File: src/rtl/pingpong_pkg.sv
package pingpong_pkg;

  // strobes from the loop controller to the address datapath
  typedef struct packed {
    logic load;    // capture configuration, restart at word 0
    logic step;    // accepted beat, not at region end
    logic wrap;    // accepted beat at region end, back to base
    logic midHit;  // accepted beat is the last of the first half
    logic endHit;  // accepted beat is the last of the second half
  } ctrlStrb_t;

  // position flags from the datapath back to the controller
  typedef struct packed {
    logic atMid;
    logic atEnd;
  } dpFlags_t;

endpackage

File: src/rtl/pp_loop_ctrl.sv
module pp_loop_ctrl
  import pingpong_pkg::*;
#(
  parameter int SIZE_W = 16
) (
  input  logic              clk,
  input  logic              rstN,
  input  logic              loadCfg,
  input  logic [SIZE_W-1:0] sizeIn,
  input  logic              loopEnA,
  input  logic              loopEnB,
  input  logic              addrReady,
  input  dpFlags_t          flags,
  output ctrlStrb_t         strb,
  output logic              addrValid,
  output logic              cfgErr
);

  logic armed;
  logic sizeOk;
  logic running;
  logic fire;

  // a region must hold a non-zero even number of words
  assign sizeOk = (sizeIn != '0) && !sizeIn[0];

  always_ff @(posedge clk or negedge rstN) begin
    if (!rstN) begin
      armed  <= 1'b0;
      cfgErr <= 1'b0;
    end else if (loadCfg) begin
      armed  <= sizeOk;
      cfgErr <= !sizeOk;
    end
  end

  assign running   = armed && loopEnA && loopEnB;
  assign addrValid = running;

  // a load in the same cycle as a beat wins; the beat is dropped
  assign fire = running && addrReady && !loadCfg;

  always_comb begin
    strb        = '0;
    strb.load   = loadCfg;
    strb.step   = fire && !flags.atEnd;
    strb.wrap   = fire && flags.atEnd;
    strb.midHit = fire && flags.atMid;
    strb.endHit = fire && flags.atEnd;
  end

  // an odd size is refused and keeps the stream stopped
  p_reject_odd_r3: assert property (@(posedge clk) disable iff (!rstN)
    (loadCfg && sizeIn[0]) |=> (cfgErr && !addrValid));

  // no offer unless both enables were high
  p_need_both_en_r4: assert property (@(posedge clk) disable iff (!rstN)
    (!loopEnA || !loopEnB) |-> !addrValid);

endmodule

File: src/rtl/pp_addr_datapath.sv
module pp_addr_datapath
  import pingpong_pkg::*;
#(
  parameter int ADDR_W = 32,
  parameter int SIZE_W = 16,
  parameter int CNT_W  = 16
) (
  input  logic              clk,
  input  logic              rstN,
  input  ctrlStrb_t         strb,
  input  logic [ADDR_W-1:0] baseIn,
  input  logic [SIZE_W-1:0] sizeIn,
  output dpFlags_t          flags,
  output logic [ADDR_W-1:0] addrOut,
  output logic              halfIrq,
  output logic              halfIsB,
  output logic [CNT_W-1:0]  evtCount
);

  logic [ADDR_W-1:0] baseReg;
  logic [SIZE_W-1:0] sizeReg;
  logic [SIZE_W-1:0] offset;
  logic [SIZE_W-1:0] midIdx;
  logic [SIZE_W-1:0] endIdx;
  logic              anyHit;

  assign midIdx = (sizeReg >> 1) - SIZE_W'(1);
  assign endIdx = sizeReg - SIZE_W'(1);

  assign flags.atMid = (offset == midIdx);
  assign flags.atEnd = (offset == endIdx);

  assign addrOut = baseReg + ADDR_W'(offset);
  assign anyHit  = strb.midHit || strb.endHit;

  always_ff @(posedge clk or negedge rstN) begin
    if (!rstN) begin
      baseReg <= '0;
      sizeReg <= '0;
      offset  <= '0;
    end else if (strb.load) begin
      baseReg <= baseIn;
      sizeReg <= sizeIn;
      offset  <= '0;
    end else if (strb.wrap) begin
      offset  <= '0;
    end else if (strb.step) begin
      offset  <= offset + SIZE_W'(1);
    end
  end

  always_ff @(posedge clk or negedge rstN) begin
    if (!rstN) begin
      halfIrq  <= 1'b0;
      halfIsB  <= 1'b0;
      evtCount <= '0;
    end else begin
      halfIrq <= anyHit;
      halfIsB <= strb.endHit;
      if (anyHit) evtCount <= evtCount + CNT_W'(1);
    end
  end

  // the position never leaves the configured region
  p_offset_bound_r5: assert property (@(posedge clk) disable iff (!rstN)
    (sizeReg != '0) |-> (offset < sizeReg));

  // the two half boundaries are never claimed by one beat
  p_halves_exclusive_r7: assert property (@(posedge clk) disable iff (!rstN)
    !(strb.midHit && strb.endHit));

endmodule

File: src/rtl/pingpong_addr_gen.sv
module pingpong_addr_gen
  import pingpong_pkg::*;
#(
  parameter int ADDR_W = 32,
  parameter int SIZE_W = 16,
  parameter int CNT_W  = 16
) (
  input  logic              clk,
  input  logic              rstN,
  input  logic              loadCfg,
  input  logic [ADDR_W-1:0] baseIn,
  input  logic [SIZE_W-1:0] sizeIn,
  input  logic              loopEnA,
  input  logic              loopEnB,
  input  logic              addrReady,
  output logic              addrValid,
  output logic [ADDR_W-1:0] addrOut,
  output logic              halfIrq,
  output logic              halfIsB,
  output logic [CNT_W-1:0]  evtCount,
  output logic              cfgErr
);

  ctrlStrb_t strb;
  dpFlags_t  flags;

  pp_loop_ctrl #(.SIZE_W(SIZE_W)) u_ctrl (
    .clk      (clk),
    .rstN     (rstN),
    .loadCfg  (loadCfg),
    .sizeIn   (sizeIn),
    .loopEnA  (loopEnA),
    .loopEnB  (loopEnB),
    .addrReady(addrReady),
    .flags    (flags),
    .strb     (strb),
    .addrValid(addrValid),
    .cfgErr   (cfgErr)
  );

  pp_addr_datapath #(.ADDR_W(ADDR_W), .SIZE_W(SIZE_W), .CNT_W(CNT_W)) u_dp (
    .clk     (clk),
    .rstN    (rstN),
    .strb    (strb),
    .baseIn  (baseIn),
    .sizeIn  (sizeIn),
    .flags   (flags),
    .addrOut (addrOut),
    .halfIrq (halfIrq),
    .halfIsB (halfIsB),
    .evtCount(evtCount)
  );

  // a pulse only ever follows an accepted beat
  p_irq_after_beat_r6: assert property (@(posedge clk) disable iff (!rstN)
    halfIrq |-> $past(addrValid && addrReady && !loadCfg));

  // with nothing offered and nothing loaded, the address holds
  p_hold_paused_r8: assert property (@(posedge clk) disable iff (!rstN)
    (!$past(addrValid) && !$past(loadCfg)) |-> $stable(addrOut));

  // the counter moves in step with the pulse
  p_count_follows_irq_r9: assert property (@(posedge clk) disable iff (!rstN)
    evtCount == CNT_W'($past(evtCount) + CNT_W'(halfIrq)));

  // a load never produces an interrupt
  p_load_no_irq_r10: assert property (@(posedge clk) disable iff (!rstN)
    $past(loadCfg) |-> !halfIrq);

endmodule

File: config.mk
export PLATFORM = sky130hd
export DESIGN_NAME = pingpong_addr_gen
export DESIGN_NICKNAME = d
export VERILOG_FILES = /design/src/rtl/pingpong_pkg.sv /design/src/rtl/pp_loop_ctrl.sv /design/src/rtl/pp_addr_datapath.sv /design/src/rtl/pingpong_addr_gen.sv
export SDC_FILE = /design/constraint.sdc
export NUM_CORES = 1
export LEC_CHECK = 0
export ABC_AREA = 0
export BUFFER_PORTS_ARGS = -buffer_cell sky130_fd_sc_hd__buf_2
export CORE_MARGIN = 2
export CORE_UTILIZATION = 48
export DETAILED_ROUTE_END_ITERATION = 10
export GPL_ROUTABILITY_DRIVEN = 1
export PLACE_DENSITY = 0.82
export SLEW_MARGIN = 0
export SYNTH_ARGS = -nofsm -noshare
export SYNTH_HDL_FRONTEND = slang
export SYNTH_SLANG_ARGS = --single-unit
File: constraint.sdc
create_clock -name clk -period 4.14 [get_ports clk]
set_clock_uncertainty 0.15 [all_clocks]
set_input_delay 0.414 -clock clk [delete_from_list [all_inputs] [get_ports clk]]
set_output_delay 0.414 -clock clk [all_outputs]
set_load 0.02 [all_outputs]
==> flow_summary.json, run 1 <==
{
  "cts_sinks": 84,
  "r2r-start": "u_dp.sizeReg[2]$_DFFE_PN0P_",
  "drt-initial-drc-count": 273,
  "setup_viol": 0,
  "drv_cap": 0,
  "grt_max_degree": 85,
  "rsz0062_at_grt": "no",
  "track_usage_pct": 21.0,
  "multi_input_area_um2": 3340,
  "firstDrtPassIters": 4,
  "critical_path_class": "flip-flop to output pin",
  "viasPerCell": 5.57,
  "drcViolationCount": 0,
  "syn2layout_area_growth_pct": 16.0,
  "die_area_um2": 12700,
  "fin_crit_sh_pct": 94.7,
  "critical_path.max_stage_delay_ns": 0.45,
  "grt_pass1_wl_um": 21800,
  "fin_nets": 745,
  "finalHoldViolations": 0,
  "clk_latency_ns": 0.35,
  "ys_warn_count": 0,
  "worst_pin_slew_ns": 1.07,
  "fp.coreArea_um2": 11500,
  "min_path_type": "input pin to asynchronous set/reset pin",
  "start_util_pct": 49.5,
  "avgSynthCellArea_um2": 9.83,
  "peakVddDrop_uv": 205,
  "wl_per_cell_um": 16.3,
  "fmax_ghz": 0.255,
  "synthCells": 578,
  "worst-path-buf-inv": 4,
  "r2r_slack_ns": 0.52,
  "synth-main-ff-cell": "dfrtp_1",
  "r2r_cells": 11,
  "min_period_ns": 3.92,
  "num_rows": 39,
  "fp.dieW_um": 113,
  "cts_setup_buffers": 0,
  "arrival_ns": 3.36,
  "wl_um": 13400,
  "antenna_found_initial": 0,
  "synthMostInstantiatedCell": "dfrtp_1",
  "grt_pass1_vias": 4471,
  "synthTopCellsByCount": "dfrtp_1, xor2_1, xnor2_1",
  "ant_nets": 0,
  "async_reset_ff_share_pct": 100,
  "htree_levels": 3,
  "cts_buffers": 9,
  "clkTransAtPathRegs_ns": 0.06,
  "drive_gt1_share_pct": 28.4,
  "clockBufferDepth": 2,
  "path_cells": "ha_1, inv_1, fa_1, nor2b_1, o21ai_0, a21boi_0, buf_4, o311ai_1, a21oi_1, a31oi_1, buf_4, nor2_1, xor2_1, buf_2",
  "power.density_nw_per_um2": 325,
  "seq_area_um2": 2100,
  "n_fill_cell": 974,
  "synth_area_leaders": "dfrtp_1, mux2_2, xor2_1",
  "netlist.area_leader.share_pct": 37.0,
  "slew_viol_final": 0,
  "synth_seq_area_share_pct": 37.0,
  "synth_edf_count": 0,
  "cts_tree": "yes",
  "cp-start-kind": "flip-flop",
  "ios": 106,
  "globalRouteOverflowTotal": 0,
  "endpoint_kind": "output pin",
  "placed_area_um2": 6270,
  "ys_types": 63,
  "required_ns": 3.58,
  "hpwl_um": 9860,
  "die-height_um": 113,
  "status": "completed",
  "final_cell_area_um2": 6590,
  "synthesis.nets": 653,
  "cp_common_cell": "buf_4",
  "numPortBuffers": 105,
  "path_delay_family": "compound AO/OA/AOI/OAI gates",
  "ctsRootBufferMaster": "clkbuf_16",
  "setup_tns_ns": 0,
  "n_antenna_cell": 0,
  "vias": 4557,
  "crit_path_max_fanout": 8,
  "slowest_stage": "dfrtp_2",
  "place_congestion": 0.964,
  "rr_endpoint": "u_dp.evtCount[9]$_DFFE_PN0P_",
  "synth_area_um2": 5680,
  "power.leakage_nw": 3.18,
  "ys_seq_elements": 84,
  "slew_headroom_pct": 28.6,
  "synth_top_cell_by_area": "dfrtp_1"
}
[layer usage]
metal / up-vias / GRT usage (%) / share of wire (%)
met5: - / 0 / 0
met4: 0 / 5.69 / 1.3
met3: 17 / 4.28 / 5.2
met2: 103 / 34.9 / 48
met1: 2205 / 28.2 / 45
li1: 2232 / - / -
[sequential cells by signal, summed over array words and instances (netlist names)]
register       flops
u_dp.offset       16
u_dp.sizeReg      16
u_ctrl.cfgErr      1
u_dp.evtCount     16
u_ctrl.armed       1
u_dp.halfIsB       1
u_dp.baseReg      32
u_dp.halfIrq       1
[kinds of logic (layout without fill, tap and decap cells)]
| group | count (synthesis) | after routing | synth area share [%] |
|---|---|---|---|
| xor gates and xnor gates | 87 | 87 | 13.4 |
| muxes | 41 | 41 | 8.10 |
| DFF | 84 | 84 | 37.0 |
| buffers and inverters | 52 | 149 | 4.34 |
| AOI/OAI and AO/OA | 99 | 99 | 11.8 |
| adders and majority gates | 21 | 21 | 4.76 |
| and+or+nand+nor | 194 | 194 | 20.6 |
[worst max-delay path by stage]
stage | from | end | slack (ns) | depth (start not counted)
2_1_floorplan | u_dp.offset[0]$_DFFE_PN0P_ | addrOut[26] | 0.75 | 11
3_5_place_dp | u_dp.offset[1]$_DFFE_PN0P_ | addrOut[19] | 0.43 | 10
3_3_place_gp | u_dp.offset[1]$_DFFE_PN0P_ | addrOut[25] | 0.57 | 10
6_report | u_dp.offset[0]$_DFFE_PN0P_ | addrOut[24] | 0.22 | 14
5_1_grt | u_dp.offset[0]$_DFFE_PN0P_ | addrOut[24] | 0.07 | 14
4_1_cts | u_dp.offset[1]$_DFFE_PN0P_ | addrOut[19] | 0.04 | 10
[repair_timing]
action,in CTS,in global routing
hold buffers,0,0
resized for setup,0,4
endpoints found under the setup margin,0,16
[cell usage in the layout (no fill, tap or decap), drive strengths merged, types with 21 or more instances in the layout]
master and count:
nor2 22, xor2 44, dfrtp 84, xnor2 43, inv 21, o21ai 28, mux2 40, a21o 21
nand2 41, buf 112
[power breakdown]
| part | total [mW] | switching (mW) | internal, mW |
|---|---|---|---|
| clock network | 0.821 | 0.336 | 0.485 |
| logic | 0.377 | 0.206 | 0.171 |
| registers | 0.941 | 0.0725 | 0.869 |
[cell type report]
cell class	count	share of cell area [%]
clock buffer	11	3.68
clock inverter	5	0.930
inverter	21	1.20
multi-input combinational	442	50.7
sequential	84	31.9
tap	143	2.72
timing repair buffer	112	8.81
[through the flow]
step	util, %	total power [mW]	setup slack, ns	instances	hold slack (ns)
finish	57.5	2.14	0.221	818	0.102
global route	57.5	2.22	0.0685	818	0.150
CTS	57.4	2.15	0.0407	818	0.138
detailed placement	54.7	1.33	0.429	802	0.303
global placement	54.7	1.32	0.569	802	0.301
floorplan	-	1.21	0.754	578	-0.0316
[worst reg2reg max path: cells and delay by family (launching register included)]
kind,cells,cell delay [ns]
AOI/OAI and AO/OA,2,1.01
and+or+nand+nor,4,0.96
DFF,1,0.49
buffers and inverters,2,0.36
adders and majority gates,1,0.23
muxes,1,0.16
xor gates and xnor gates,1,0.14
(Power assumes the default switching activity.)
==> run 2: changes to the inputs <==
--- a/config.mk
+++ b/config.mk
@@ -7,8 +7,9 @@
 export LEC_CHECK = 0
 export ABC_AREA = 0
 export BUFFER_PORTS_ARGS = -buffer_cell sky130_fd_sc_hd__buf_2
-export CORE_MARGIN = 2
+export CORE_MARGIN = 1.5
 export CORE_UTILIZATION = 48
+export CTS_CLUSTER_SIZE = 20
 export DETAILED_ROUTE_END_ITERATION = 10
 export GPL_ROUTABILITY_DRIVEN = 1
 export PLACE_DENSITY = 0.82
==> run 2 against run 1 <==
  * Core utilization is 0.27 points lower
  * First-iteration DRC count is 7.3% higher
  * Die area is 1.8% lower
  * Largest power group unchanged
==> flow_summary.json, run 2 (synthesis gave the netlist of run 1 again) <==
{
  "status": "completed",
  "htree_levels": 3,
  "antenna_found_initial": 0,
  "slew_viol_final": 0,
  "min_period_ns": 3.95,
  "drcViolationCount": 0,
  "cts_setup_buffers": 0,
  "final_common_cell": "buf_2",
  "wl_um": 13200,
  "clk_latency_ns": 0.34,
  "use_met1_pct": 28.8,
  "setup_viol": 0,
  "fp.coreArea_um2": 11500,
  "firstDrtPassIters": 4,
  "drive_gt1_share_pct": 27.8,
  "met3_usage_pct": 4.35,
  "worst_pin_slew_ns": 1.06,
  "finalHoldViolations": 0,
  "viasPerCell": 5.68,
  "critical_path_class": "flip-flop to output pin",
  "place_inst": 800,
  "globalRouteOverflowTotal": 0,
  "crit_path_max_fanout": 8,
  "fin_nets": 743,
  "clockBufferDepth": 2,
  "ant_nets": 0,
  "top_register": "u_dp.baseReg",
  "n_antenna_cell": 0,
  "slew_headroom_pct": 29.4,
  "grt_pass1_vias": 4598,
  "min_path_type": "input pin to asynchronous set/reset pin",
  "clkTransAtPathRegs_ns": 0.06,
  "die_area_um2": 12500,
  "drt-initial-drc-count": 293,
  "cts_buffers": 9,
  "place_congestion": 0.942,
  "num_rows": 39,
  "final_cell_area_um2": 6560,
  "layoutNonFillerInstCount": 816,
  "ctsRootBufferMaster": "clkbuf_16",
  "cts_tree": "yes",
  "cts_sinks": 84,
  "syn2layout_area_growth_pct": 15.4,
  "finalWorstSetupSlack_ns": 0.190,
  "ios": 106,
  "grt_pass1_wl_um": 22100,
  "power.density_nw_per_um2": 323,
  "power.leakage_nw": 3.18,
  "whs_ns": 0.116,
  "setup_tns_ns": 0,
  "final_cell_mix": "buf_2, dfrtp_1, xor2_1, xnor2_1, nand2_1",
  "endpoint_kind": "output pin",
  "grt_max_degree": 85,
  "start_util_pct": 49.5,
  "fp.dieW_um": 112,
  "required_ns": 3.58,
  "fmax_ghz": 0.253,
  "peakVddDrop_uv": 200,
  "arrival_ns": 3.39,
  "drv_cap": 0,
  "wl_per_cell_um": 16.2,
  "placed_area_um2": 6260,
  "numPortBuffers": 105,
  "vias": 4637,
  "cp-start-kind": "flip-flop",
  "largest_reg_flops": 32,
  "fin_crit_sh_pct": 95.4,
  "post_cts_resized": 0,
  "track_usage_pct": 21.6,
  "gr-max-usage-layer": "met2",
  "hpwl_um": 9680,
  "cts_hold_buffers": 0,
  "die-height_um": 112,
  "grt.met2_usage_pct": 34.9,
  "place_ws_ns": 0.480
}
[run 2: path summary, 6_finish.rpt]
kind | from | end | slack [ns] | depth (start not counted)
setup / recovery | u_dp.offset[0]$_DFFE_PN0P_ | addrOut[20] | 0.19 | 14
max in group asynchronous | rstN | u_dp.evtCount[0]$_DFFE_PN0P_ | 3.04 | 1
min in group clk | baseIn[1] | u_dp.baseReg[1]$_DFFE_PN0P_ | 0.13 | 3
hold reg to reg | u_dp.evtCount[15]$_DFFE_PN0P_ | u_dp.evtCount[15]$_DFFE_PN0P_ | 0.31 | 1
hold / removal | rstN | u_dp.baseReg[18]$_DFFE_PN0P_ | 0.12 | 1
setup reg to reg | u_dp.sizeReg[2]$_DFFE_PN0P_ | u_dp.evtCount[14]$_DFFE_PN0P_ | 0.69 | 11
[run 2: final cells by class]
cell class / count / area (um^2)
fill: 973 / 4910
multi-input combinational: 442 / 3340
sequential: 84 / 2100
timing repair buffer: 110 / 566
clock buffer: 12 / 246
tap: 143 / 179
inverter: 21 / 78.8
clock inverter: 4 / 48.8
[run 2: power by group]
part	switching (mW)	internal (mW)	leakage [nW]
clock	0.319	0.483	0.147
sequential	0.0756	0.869	1.06
combinational	0.202	0.169	1.97
total	0.597	1.52	3.18
[run 2: critical path, stage by stage (launching register included)]
cell and delay [ns]:
dfrtp_1 0.47, ha_1 0.26, inv_1 0.07, fa_1 0.20
nor2b_1 0.05, o21ai_0 0.24, a21boi_0 0.14, buf_4 0.17
o311ai_1 0.38, a21oi_1 0.18, a31oi_1 0.26, buf_4 0.20
nand2b_1 0.13, xnor2_1 0.12, buf_2 0.18
[run 2: stage by stage]
step,power [mW],util (%)
finish,2.12,57.2
global route,2.22,57.2
CTS,2.14,57.2
detailed placement,1.33,54.6
floorplan,1.21,-
global placement,1.32,54.6
[run 2: metal layers]
layer,vias to the layer above,share of wire [%]
li1,2231,-
met1,2246,45
met2,127,47
met3,33,4.8
met4,0,2.4
met5,-,0
==> run 3: changes to the inputs <==
--- a/config.mk
+++ b/config.mk
@@ -6,13 +6,14 @@
 export NUM_CORES = 1
 export LEC_CHECK = 0
 export ABC_AREA = 0
-export BUFFER_PORTS_ARGS = -buffer_cell sky130_fd_sc_hd__buf_2
 export CORE_MARGIN = 1.5
 export CORE_UTILIZATION = 48
 export CTS_CLUSTER_SIZE = 20
 export DETAILED_ROUTE_END_ITERATION = 10
+export DONT_BUFFER_PORTS = 1
 export GPL_ROUTABILITY_DRIVEN = 1
-export PLACE_DENSITY = 0.82
+export PLACE_DENSITY = 0.74
+export RECOVER_POWER = 100
 export SLEW_MARGIN = 0
 export SYNTH_ARGS = -nofsm -noshare
 export SYNTH_HDL_FRONTEND = slang
==> run 3 against run 2 <==
  * The run now ends with capacitance limit, slew limit left
  * Clock-buffer cell count shrank 1
  * Routed wire length shrank 3.4%
  * Hold slack lost 0.073 ns
  * Highest routed layer unchanged
==> flow_summary.json, run 3 (synthesis gave the netlist of run 1 again) <==
{
  "finalHoldViolations": 0,
  "cts_setup_buffers": 0,
  "vias": 4252,
  "drv_cap": 1,
  "multi_input_area_um2": 3310,
  "fp.dieW_um": 112,
  "whs_ns": 0.0432,
  "start_util_pct": 49.5,
  "wl_um": 12800,
  "clockBufferDepth": 2,
  "setup_viol": 0,
  "die_area_um2": 12500,
  "crit_path_max_fanout": 8,
  "fp.coreArea_um2": 11500,
  "min_period_ns": 3.79,
  "peakVddDrop_uv": 252,
  "power.leakage_nw": 2.78,
  "ctsRootBufferMaster": "clkbuf_16",
  "largest_reg_flops": 32,
  "status": "finished, violations left",
  "slew_headroom_pct": -39.1,
  "place_congestion": 0.898,
  "drt-initial-drc-count": 272,
  "fmax_ghz": 0.264,
  "final_cell_mix": "dfrtp_1, xor2_1, xnor2_1, nand2_1, mux2_2",
  "ios": 106,
  "num_rows": 39,
  "wl_per_cell_um": 17.8,
  "cts_sinks": 84,
  "endpoint_kind": "output pin",
  "cts_buffers": 9,
  "globalRouteOverflowTotal": 0,
  "finish.utilization_pct": 53.3,
  "setup_tns_ns": 0,
  "drcViolationCount": 0,
  "syn2layout_area_growth_pct": 7.49,
  "r2r_slack_ns": 0.39,
  "die-height_um": 112,
  "seq_area_um2": 2100,
  "numPortBuffers": 0,
  "grt_max_degree": 85,
  "violations": "capacitance limit, slew limit",
  "slew_viol_final": 85,
  "fin_nets": 644,
  "power_mw": 2.24,
  "required_ns": 3.58,
  "n_fill_cell": 998,
  "arrival_ns": 3.23,
  "top_register": "u_dp.baseReg",
  "firstDrtPassIters": 4,
  "cp-start-kind": "flip-flop",
  "track_usage_pct": 21.0,
  "grt_pass1_vias": 4242,
  "antenna_found_initial": 0,
  "fin_crit_sh_pct": 91.7,
  "clkTransAtPathRegs_ns": 0.06,
  "worst_pin_slew_ns": 2.09,
  "final_common_cell": "dfrtp_1",
  "final_cell_area_um2": 6110,
  "clk_latency_ns": 0.33,
  "cts_tree": "yes",
  "placed_area_um2": 5760,
  "grt_pass1_wl_um": 21300,
  "critical_path_class": "flip-flop to output pin",
  "htree_levels": 3,
  "viasPerCell": 5.94,
  "drive_gt1_share_pct": 14.3,
  "power.density_nw_per_um2": 367,
  "rsz0062_at_grt": "no",
  "min_path_type": "input pin to flip-flop",
  "n_antenna_cell": 0,
  "ant_nets": 0,
  "hpwl_um": 9360
}
run 3: changes by cell type in the layout (fill, tap and decap cells not counted), moves of 2 or more:
cell	before	now
buf_2	104	0
clkbuf_2	0	5
buf_4	6	3
bufinv_16	1	4
clkinv_2	2	0
nor3_1	13	15
nor3_2	3	1
run 3: per-layer routing:
layer  vias to the layer above  wire length, um  GRT usage (%)
met5                         -                0              0
met4                         0              194           7.68
met3                        16              896           4.84
met2                       118             6120           33.4
met1                      2089             5560           28.1
li1                       2029                -              -
run 3: path summary, 6_finish.rpt:
check,from,to,cells past startpoint
worst max register to register,u_dp.sizeReg[2]$_DFFE_PN0P_,u_dp.evtCount[5]$_DFFE_PN0P_,11
worst min-delay path,loadCfg,u_dp.baseReg[22]$_DFFE_PN0P_,1
worst max-delay path,u_dp.offset[0]$_DFFE_PN0P_,addrOut[28],12
min in group asynchronous,rstN,u_dp.baseReg[17]$_DFFE_PN0P_,2
max in group asynchronous,rstN,u_dp.offset[2]$_DFFE_PN0P_,2
worst min register to register,u_ctrl.armed$_DFFE_PN0P_,u_ctrl.armed$_DFFE_PN0P_,1
run 3: what timing repair did:
item	CTS	global route
hold buffers	2	0
setup endpoints to repair	0	9
hold endpoints to repair	84	0
resized for setup	0	2
run 3: stage by stage:
stage,worst slack (ns),instances
after global placement,0.597,699
after CTS,0.190,716
after floorplan,0.754,578
after global routing,0.0240,716
final,0.346,716
after detailed placement,0.591,699
run 3: final cells by class:
cell class,count,area share [%]
Inverter,21,1.29
Multi-Input combinational cell,442,54.2
Sequential cell,84,34.4
Clock buffer,11,4.14
Timing Repair Buffer,11,1.07
Tap cell,143,2.93
Clock inverter,4,1.97
run 3: report_power, final:
group	internal [mW]	leakage, nW	switching (mW)	total [mW]
logic	0.132	1.53	0.175	0.308
registers	0.869	1.06	0.0753	0.945
clock network	0.680	0.182	0.311	0.991
total	1.68	2.78	0.562	2.24
run 3: worst max-delay path, stage by stage, from the launching register on:
cell	delay [ns]
dfrtp_1	0.50
ha_1	0.23
inv_1	0.06
fa_1	0.40
nor2b_1	0.12
o21ai_0	0.10
a21boi_1	0.22
o311ai_1	0.17
a21oi_1	0.26
a31oi_1	0.15
buf_4	0.18
nor2_1	0.11
xor2_1	0.40
